$ cat config.mk
export PLATFORM = sky130hd
export DESIGN_NAME = exti_route_cfg
export DESIGN_NICKNAME = d
export VERILOG_FILES = /design/src/rtl/exti_sel_pkg.sv /design/src/rtl/exti_cfg_regs.sv /design/src/rtl/exti_line_mux.sv /design/src/rtl/exti_route_cfg.sv
export SDC_FILE = /design/constraint.sdc
export NUM_CORES = 1
export LEC_CHECK = 0
export BUFFER_PORTS_ARGS = -buffer_cell sky130_fd_sc_hd__buf_4
export CAP_MARGIN = 20
export CORE_ASPECT_RATIO = 0.8
export CORE_MARGIN = 5
export CORE_UTILIZATION = 45
export CTS_BUF_LIST = sky130_fd_sc_hd__clkbuf_16
export CTS_CLUSTER_SIZE = 24
export DETAILED_ROUTE_END_ITERATION = 16
export PLACE_DENSITY_LB_ADDON = 0.05
export SYNTH_ARGS = -nofsm -noshare
export SYNTH_HDL_FRONTEND = slang
export SYNTH_SLANG_ARGS = --single-unit
export TNS_END_PERCENT = 10
$ cat constraint.sdc
create_clock -name clk -period 4.3 [get_ports clk]
set_input_delay 0.86 -clock clk [delete_from_list [all_inputs] [get_ports clk]]
set_output_delay 0.86 -clock clk [all_outputs]
set_load 0.03 [all_outputs]
$ cat src/rtl/exti_sel_pkg.sv
`timescale 1ns/1ps
package exti_sel_pkg;
  localparam int unsigned OFF_REMAP = 32'h00;
  localparam int unsigned OFF_MODE  = 32'h04;
  localparam int unsigned OFF_SEL0  = 32'h08;
  localparam int unsigned OFF_COMP  = 32'h20;

  typedef enum logic [2:0] {
    RK_REMAP, RK_MODE, RK_SEL, RK_COMP, RK_NONE
  } reg_kind_e;

  // selection register that holds the code of a line
  function automatic int unsigned sel_reg_of(int unsigned line, int unsigned fields);
    return line / fields;
  endfunction

  // low bit of a line's code inside its selection register
  function automatic int unsigned code_lsb_of(int unsigned line, int unsigned fields,
                                              int unsigned code_w);
    return (line % fields) * code_w;
  endfunction

  // flat pin-vector index of a port/pin pair
  function automatic int unsigned pin_index(int unsigned port, int unsigned pin,
                                            int unsigned pins_per_port);
    return port * pins_per_port + pin;
  endfunction
endpackage

$ cat src/rtl/exti_cfg_regs.sv
`timescale 1ns/1ps
module exti_cfg_regs
  import exti_sel_pkg::*;
#(
  parameter int ADDR_W  = 10,
  parameter int DATA_W  = 32,
  parameter int NUM_SEL = 4,
  parameter int SEL_W   = 16
) (
  input  logic                     clk,
  input  logic                     rst_n,
  input  logic [ADDR_W-1:0]        addr,
  input  logic                     wr_en,
  input  logic [DATA_W-1:0]        wdata,
  input  logic                     rd_en,
  output logic [DATA_W-1:0]        rdata,
  output logic [NUM_SEL*SEL_W-1:0] sel_flat
);
  localparam int SIDX_W  = (NUM_SEL > 1) ? $clog2(NUM_SEL) : 1;
  localparam int SEL_END = OFF_SEL0 + 4 * NUM_SEL;

  reg_kind_e         kind;
  logic [SIDX_W-1:0] sel_idx;
  logic [SEL_W-1:0]  sel_q [NUM_SEL];
  logic [DATA_W-1:0] comp_q;
  logic [DATA_W-1:0] rd_mux;

  // decoded bus events, named for the checks below
  logic sel_wr_hit, comp_wr_hit, fixed_rd_hit, none_rd_hit, sel_rd_hit;

  always_comb begin
    kind    = RK_NONE;
    sel_idx = '0;
    if (addr[1:0] == 2'b00) begin
      if (addr == ADDR_W'(OFF_REMAP))      kind = RK_REMAP;
      else if (addr == ADDR_W'(OFF_MODE))  kind = RK_MODE;
      else if (addr == ADDR_W'(OFF_COMP))  kind = RK_COMP;
      else if (addr >= ADDR_W'(OFF_SEL0) && addr < ADDR_W'(SEL_END)) begin
        kind    = RK_SEL;
        sel_idx = SIDX_W'((addr - ADDR_W'(OFF_SEL0)) >> 2);
      end
    end
  end

  assign sel_wr_hit   = wr_en && (kind == RK_SEL);
  assign comp_wr_hit  = wr_en && (kind == RK_COMP);
  assign fixed_rd_hit = rd_en && (kind == RK_REMAP || kind == RK_MODE);
  assign none_rd_hit  = rd_en && (kind == RK_NONE);
  assign sel_rd_hit   = rd_en && (kind == RK_SEL);

  for (genvar g = 0; g < NUM_SEL; g++) begin : g_sel
    always_ff @(posedge clk or negedge rst_n) begin
      if (!rst_n)                                  sel_q[g] <= '0;
      else if (sel_wr_hit && sel_idx == SIDX_W'(g)) sel_q[g] <= wdata[SEL_W-1:0];
    end
    assign sel_flat[g*SEL_W +: SEL_W] = sel_q[g];

    assert_sel_capture_R2: assert property (@(posedge clk) disable iff (!rst_n)
      (sel_wr_hit && sel_idx == SIDX_W'(g)) |=> sel_q[g] == $past(wdata[SEL_W-1:0]));
  end

  always_ff @(posedge clk or negedge rst_n) begin
    if (!rst_n)           comp_q <= '0;
    else if (comp_wr_hit) comp_q <= wdata;
  end

  always_comb begin
    case (kind)
      RK_SEL:  rd_mux = DATA_W'(sel_q[sel_idx]);
      RK_COMP: rd_mux = comp_q;
      default: rd_mux = '0;
    endcase
  end

  assign rdata = rd_en ? rd_mux : '0;

  assert_comp_hold_R7: assert property (@(posedge clk) disable iff (!rst_n)
    !comp_wr_hit |=> $stable(comp_q));
  assert_comp_take_R7: assert property (@(posedge clk) disable iff (!rst_n)
    comp_wr_hit |=> comp_q == $past(wdata));
  assert_fixed_zero_R6: assert property (@(posedge clk) disable iff (!rst_n)
    fixed_rd_hit |-> rdata == '0);
  assert_unmapped_zero_R8: assert property (@(posedge clk) disable iff (!rst_n)
    none_rd_hit |-> rdata == '0);
  assert_sel_upper_zero_R2: assert property (@(posedge clk) disable iff (!rst_n)
    sel_rd_hit |-> rdata[DATA_W-1:SEL_W] == '0);
  assert_idle_zero_R10: assert property (@(posedge clk) disable iff (!rst_n)
    !rd_en |-> rdata == '0);
endmodule

$ cat src/rtl/exti_line_mux.sv
`timescale 1ns/1ps
module exti_line_mux
  import exti_sel_pkg::*;
#(
  parameter int NUM_PORTS = 9,
  parameter int NUM_LINES = 16,
  parameter int CODE_W    = 4,
  parameter int SEL_W     = 16,
  parameter int NUM_SEL   = 4
) (
  input  logic                           clk,
  input  logic                           rst_n,
  input  logic [NUM_PORTS*NUM_LINES-1:0] pin_in,
  input  logic [NUM_SEL*SEL_W-1:0]       sel_flat,
  output logic [NUM_LINES-1:0]           line_out
);
  localparam int FIELDS = SEL_W / CODE_W;

  for (genvar n = 0; n < NUM_LINES; n++) begin : g_line
    localparam int REG_I = sel_reg_of(n, FIELDS);
    localparam int LSB_I = code_lsb_of(n, FIELDS, CODE_W);

    logic [CODE_W-1:0] code;
    logic              code_reserved;
    logic              level;

    assign code          = sel_flat[REG_I*SEL_W + LSB_I +: CODE_W];
    assign code_reserved = {1'b0, code} >= (CODE_W+1)'(NUM_PORTS);

    always_comb begin
      level = 1'b0;
      for (int p = 0; p < NUM_PORTS; p++) begin
        if (code == CODE_W'(p)) level = pin_in[pin_index(p, n, NUM_LINES)];
      end
    end

    assign line_out[n] = level;

    assert_reserved_low_R4: assert property (@(posedge clk) disable iff (!rst_n)
      code_reserved |-> !line_out[n]);
  end
endmodule

$ cat src/rtl/exti_route_cfg.sv
`timescale 1ns/1ps
module exti_route_cfg #(
  parameter int NUM_PORTS = 9,
  parameter int NUM_LINES = 16,
  parameter int CODE_W    = 4,
  parameter int ADDR_W    = 10,
  parameter int DATA_W    = 32
) (
  input  logic                           clk,
  input  logic                           rst_n,
  input  logic [ADDR_W-1:0]              bus_addr,
  input  logic                           bus_wr_en,
  input  logic [DATA_W-1:0]              bus_wdata,
  input  logic                           bus_rd_en,
  output logic [DATA_W-1:0]              bus_rdata,
  input  logic [NUM_PORTS*NUM_LINES-1:0] pin_in,
  output logic [NUM_LINES-1:0]           line_out
);
  localparam int SEL_W   = 16;
  localparam int FIELDS  = SEL_W / CODE_W;
  localparam int NUM_SEL = (NUM_LINES + FIELDS - 1) / FIELDS;

  logic [NUM_SEL*SEL_W-1:0] sel_flat;

  exti_cfg_regs #(
    .ADDR_W(ADDR_W), .DATA_W(DATA_W), .NUM_SEL(NUM_SEL), .SEL_W(SEL_W)
  ) u_regs (
    .clk(clk), .rst_n(rst_n), .addr(bus_addr), .wr_en(bus_wr_en),
    .wdata(bus_wdata), .rd_en(bus_rd_en), .rdata(bus_rdata), .sel_flat(sel_flat)
  );

  exti_line_mux #(
    .NUM_PORTS(NUM_PORTS), .NUM_LINES(NUM_LINES), .CODE_W(CODE_W),
    .SEL_W(SEL_W), .NUM_SEL(NUM_SEL)
  ) u_mux (
    .clk(clk), .rst_n(rst_n), .pin_in(pin_in), .sel_flat(sel_flat),
    .line_out(line_out)
  );
endmodule

# After elaboration in Yosys (flattened, before gate mapping)
# Index checks and enable logic that the tools add are counted.
# op_classes
shifts,0
bitwise_logic,1
n_reduce_logical,26
addsub,1
eq_ne,135
n_mul,0
magnitude_cmp,3
mux,159
div,0
# op_table
cell,n
$eq A4 B3 Y1 const B,64
$mux W1,144
$eq A4 B2 Y1 const B,32
$eq A4 B1 Y1 const B,16
$eq A4 B4 Y1 const B,16
$logic_not A4 Y1,16
$pmux W32 S2,1
$bmux W16 S2,1
$mux W16,2
$mux W32,1
$mux W3,5
$eq A10 B3 Y1 const B,1
$eq A10 B6 Y1 const B,1
$ge A10 B4 Y1 const B,1
$logic_not A10 Y1,1
$lt A10 B5 Y1 const B,1
$mux W2,5
$logic_and A1 B1 Y1,7
$eq A3 B2 Y1 const B,2
$eq A2 B2 Y1 const B,2
$logic_not A2 Y1,2
$sub A4 B4 Y4 const B,1
$ge A3 B3 Y1 const B,1
$not A2 Y3,1
$eq A2 B1 Y1 const B,1
# totals
ff_bits,96
latchBits,0
mem_count,0
romBits,0
output_inout_bits,48
mem_bits_rw,0

# Logic depth before layout (Yosys ltp)
# depth
word_depth,13
ltp_mapped,7

# Modules after synthesis
# Synthesis repeated with hierarchy kept, for this count alone.
# unflattened
hier_cells,488
area_unflattened_um2,5823.1
# modules_own_cells
module,area_each_um2,n_inst,cells_each
exti_cfg_regs,4381.7,1,312
exti_line_mux,1441.4,1,176

# Worst setup path after synthesis
# No wires, ideal clock.
# synth_path
path_kind,input to output
startpoint,in bus_addr[2]
endpoint,out bus_rdata[10]
setup_slack_ns,1.075
t_required_ns,3.440
arrival_time_ns,2.365
cell_stages,7
path_cell_list,buf_2 > and3b_1 > clkbuf_1 > buf_1 > o2bb2ai_1 > a2bb2oi_1 > nor2_1
# synth_via
elab_chain_cells,13
# synth_lines
item,line_no,source
start: declaration,exti_route_cfg.sv:11,"input logic [ADDR_W-1:0] bus_addr,"
$ge A10 B4 Y1 or $lt A10 B5 Y1 (tied branches),exti_cfg_regs.sv:38,else if (addr >= ADDR_W'(OFF_SEL0) && addr < ADDR_W'(SEL_END)) begin
$logic_and A1 B1 Y1,exti_cfg_regs.sv:38,
$mux W2,exti_cfg_regs.sv:38,
$mux W2,exti_cfg_regs.sv:37,else if (addr == ADDR_W'(OFF_COMP)) kind = RK_COMP;
$mux W2,exti_cfg_regs.sv:36,else if (addr == ADDR_W'(OFF_MODE)) kind = RK_MODE;
$mux W2,exti_cfg_regs.sv:35,if (addr == ADDR_W'(OFF_REMAP)) kind = RK_REMAP;
$mux W2,exti_cfg_regs.sv:34,if (addr[1:0] == 2'b00) begin
$not A2 Y3 (not written as such),exti_cfg_regs.sv:69,RK_SEL: rd_mux = DATA_W'(sel_q[sel_idx]);
$bmux W16 S2,exti_cfg_regs.sv:69,
$mux W16 (not written as such) (2 in series),exti_cfg_regs.sv:69,
$pmux W32 S2 *,exti_cfg_regs.sv:68,case (kind)
$mux W32 *,exti_cfg_regs.sv:75,assign rdata = rd_en ? rd_mux : '0;
end: declaration,exti_route_cfg.sv:15,"output logic [DATA_W-1:0] bus_rdata,"
# Mark *: on every way between the ends. The rest lies on a longest branch, timed or not. The select of a mux whose other input is x is not followed.

# Worst setup path in the final report
# layout_path
startpoint,in bus_addr[2]
endpoint,out bus_rdata[4]
# The elaborated chain is that of the path after synthesis.

==> results_dict.tcl <==
set metrics [dict create \
    status "finished, final reports clean" \
    reg2reg_slack_ns 3.42 \
    cts_tree "done" \
    viasPerCell 5.457 \
    area_delta_synth_final_pct 32.69 \
    netlist_area_sq_mm 0.006135 \
    vias 4617 \
    dpl_cell_area_sq_mm 0.007846 \
    fp.dieW_microns 140.5 \
    start_util_pct 45.59 \
    io_buffers 237 \
    holdBufCountCts 0 \
    finalCritPeriodShare_pct 79.17 \
    fp.dieH_microns 114.4 \
    grt.total_usage_pct 20.88 \
    crit_type "in -> out" \
    final_util_pct 60.50 \
    syn_avg_cell_area_sq_um 13.66 \
    cp_max_fo 21 \
    worstHoldPathType "in -> async" \
    synth-seq-cells 96 \
    gp_congestion 0.8161 \
    synthXorXnorAreaFrac_pct 0 \
    cp-start-kind "input port" \
    dr.first_iter.drc_count 190 \
    muxShareOfSynthArea_pct 38.87 \
    hold_viol 0 \
    syn_nets 639 \
    cts_num_sinks 96 \
    synth_compound_area_share_pct 7.914 \
    clockBufferDepth 2 \
    leakagePower_nw 3.975 \
    reg2regPathDepth 1 \
    p_per_area_mw_per_mm2 241.6 \
    cp.arrival_ns 2.54 \
    drc_errors 0 \
    grt_start_max_net_pins 83 \
    drv_cap 0 \
    yosys.area_share.simple_pct 8.383 \
    firstDrtPassIters 4 \
    drt_wl_total_microns 17090 \
    rsz0062_at_grt "false" \
    slew_headroom_pct 26.88 \
    yosysUniqueCellTypes 31 \
    clk_pin_slew_ns 0.06 \
    worstSetupEndpointType "output pin" \
    design_area_sq_mm 0.008140 \
    reg2reg_from "u_regs.sel_flat[53]" \
    worstPathRequired_ns 3.44 \
    numCtsBuffers 9 \
    core_area_sq_mm 0.01346 \
    power_w 0.001967 \
    h-tree-depth 3 \
    wl_per_cell_microns 20.20 \
    grt_pass1_wl_microns 26620 \
    grt_overflow 0 \
    reg2reg_to "u_regs.sel_flat[53]" \
    io_pins 238 \
    holdWs_ns 0.3347 \
    grt_pass1_vias 5042 \
    die_area_sq_mm 0.01608 \
    ant_nets 0 \
    antenna_found_initial 0 \
    tns_ns 0 \
    cts_resized 0 \
    synth_fa_ha_area_share_pct 0 \
    hpwl_microns 13030 \
    cts_setup_buffers 0 \
    slew_viol_final 0 \
    finClkSkew_ns 0 \
    synth_warnings 0 \
    seq_area_frac_synth_pct 39.16 \
    synth_top_family_by_area "multiplexers" \
    ir_drop_mv 0.2010 \
    drive_gt1_share_pct 58.86 \
    min_period_ns 3.404 \
    fmax_mhz 293.7 \
    syn-instance-count 449 \
    clock_latency_ns 0.34 \
    n_antenna_cell 0 \
    row_count 38 \
    fin_nets 851 \
    setup_viol 0 \
    worst_pin_slew_ns 1.097 \
    fillers 1098 \
    cts-root-buf "clkbuf_16" \
]
==> metal layers <==
layer / global-route usage [%] / up-vias / part of all wire (%)
met4: 4.390 / 0 / 0.64
li1: - / 2136 / -
met1: 27.74 / 2327 / 44
met2: 34.92 / 147 / 48
met3: 5.344 / 7 / 6.9
met5: 0 / - / 0
==> critical path, stage by stage <==
cell	delay [ns]
buf_4	0.32
and3b_1	0.75
o2bb2ai_1	0.19
a2bb2oi_1	0.09
nor2_1	0.13
buf_4	0.19
==> per-stage QoR <==
stage / instances / setup slack [ns]
after detailed placement: 829 / 0.9049
after global routing: 846 / 0.7841
after floorplan: 449 / 1.075
final: 846 / 0.8955
after CTS: 845 / 0.9021
after global placement: 829 / 0.9865
==> cells in the final DEF, fill, tap and decap left out, types with 9 or more instances in the layout <==
master	instances
mux2_2	26
dfrtp_1	96
mux4_2	32
o2bb2ai_1	16
nand2_1	17
mux2_4	70
a22oi_1	16
clkbuf_16	9
buf_4	243
o21ai_0	16
and2_1	16
mux2i_1	32
a2bb2oi_1	16
nor2_1	17
nor4b_1	16
==> synth_stat cells <==
cell type | n | area, sq um
a22oi_1 | 16 | 120.1
or4_4 | 1 | 11.26
o2bb2ai_1 | 16 | 140.1
nor4_4 | 1 | 21.27
nand2b_1 | 5 | 31.28
buf_4 | 16 | 120.1
clkbuf_1 | 10 | 37.54
nor2b_1 | 2 | 12.51
nand2_2 | 1 | 6.260
o21ai_0 | 16 | 80.08
or2_2 | 1 | 6.260
mux4_2 | 32 | 720.7
a21oi_1 | 1 | 5.000
and3b_1 | 1 | 8.760
nor4_1 | 1 | 6.260
buf_6 | 8 | 90.09
a2bb2oi_1 | 16 | 140.1
and2_1 | 16 | 100.1
buf_2 | 1 | 5.000
dfrtp_1 | 96 | 2402
nand3_1 | 1 | 5.000
nor4b_1 | 16 | 140.1
buf_12 | 4 | 80.08
nand2_1 | 17 | 63.81
mux2i_1 | 32 | 320.3
or4_1 | 4 | 30.03
nor2_1 | 17 | 63.81
mux2_4 | 70 | 1051
or2b_1 | 1 | 7.510
buf_1 | 4 | 15.01
mux2_2 | 26 | 292.8
==> cell families after synthesis <==
family | count (synthesis)
mux | 160
flops | 96
simple gates | 85
compound gates | 65
buf+inv | 43
==> layout make-up <==
| type | count | area, sq um | area share (%) |
|---|---|---|---|
| clock buffer | 9 | 225.2 | 2.767 |
| tap | 180 | 225.2 | 2.767 |
| timing repair buffer | 244 | 1852 | 22.75 |
| sequential | 96 | 2402 | 29.51 |
| multi-input combinational | 310 | 3395 | 41.70 |
| clock inverter | 7 | 41.29 | 0.5072 |
==> how the worst max path moves through the flow <==
stage | slack, ns | cells after the start | end | from
floorplan | 1.08 | 7 | bus_rdata[10] | bus_addr[2]
finish | 0.90 | 6 | bus_rdata[4] | bus_addr[2]
detailed placement | 0.90 | 6 | bus_rdata[2] | bus_addr[2]
CTS | 0.90 | 6 | bus_rdata[2] | bus_addr[2]
global placement | 0.99 | 6 | bus_rdata[13] | bus_addr[2]
global route | 0.78 | 6 | bus_rdata[2] | bus_addr[2]
==> state kept, by name, summed over array words and instances (netlist names) <==
signal           flops
u_regs.comp_q       32
u_regs.sel_flat     64
==> where the power goes <==
| part | internal, W | switching [W] |
|---|---|---|
| Combinational | 0.000190 | 0.000117 |
| Sequential | 0.000916 | 0.0000171 |
| Clock | 0.000387 | 0.000339 |
| Total | 0.00149 | 0.000474 |
(Power assumes the default switching activity.)
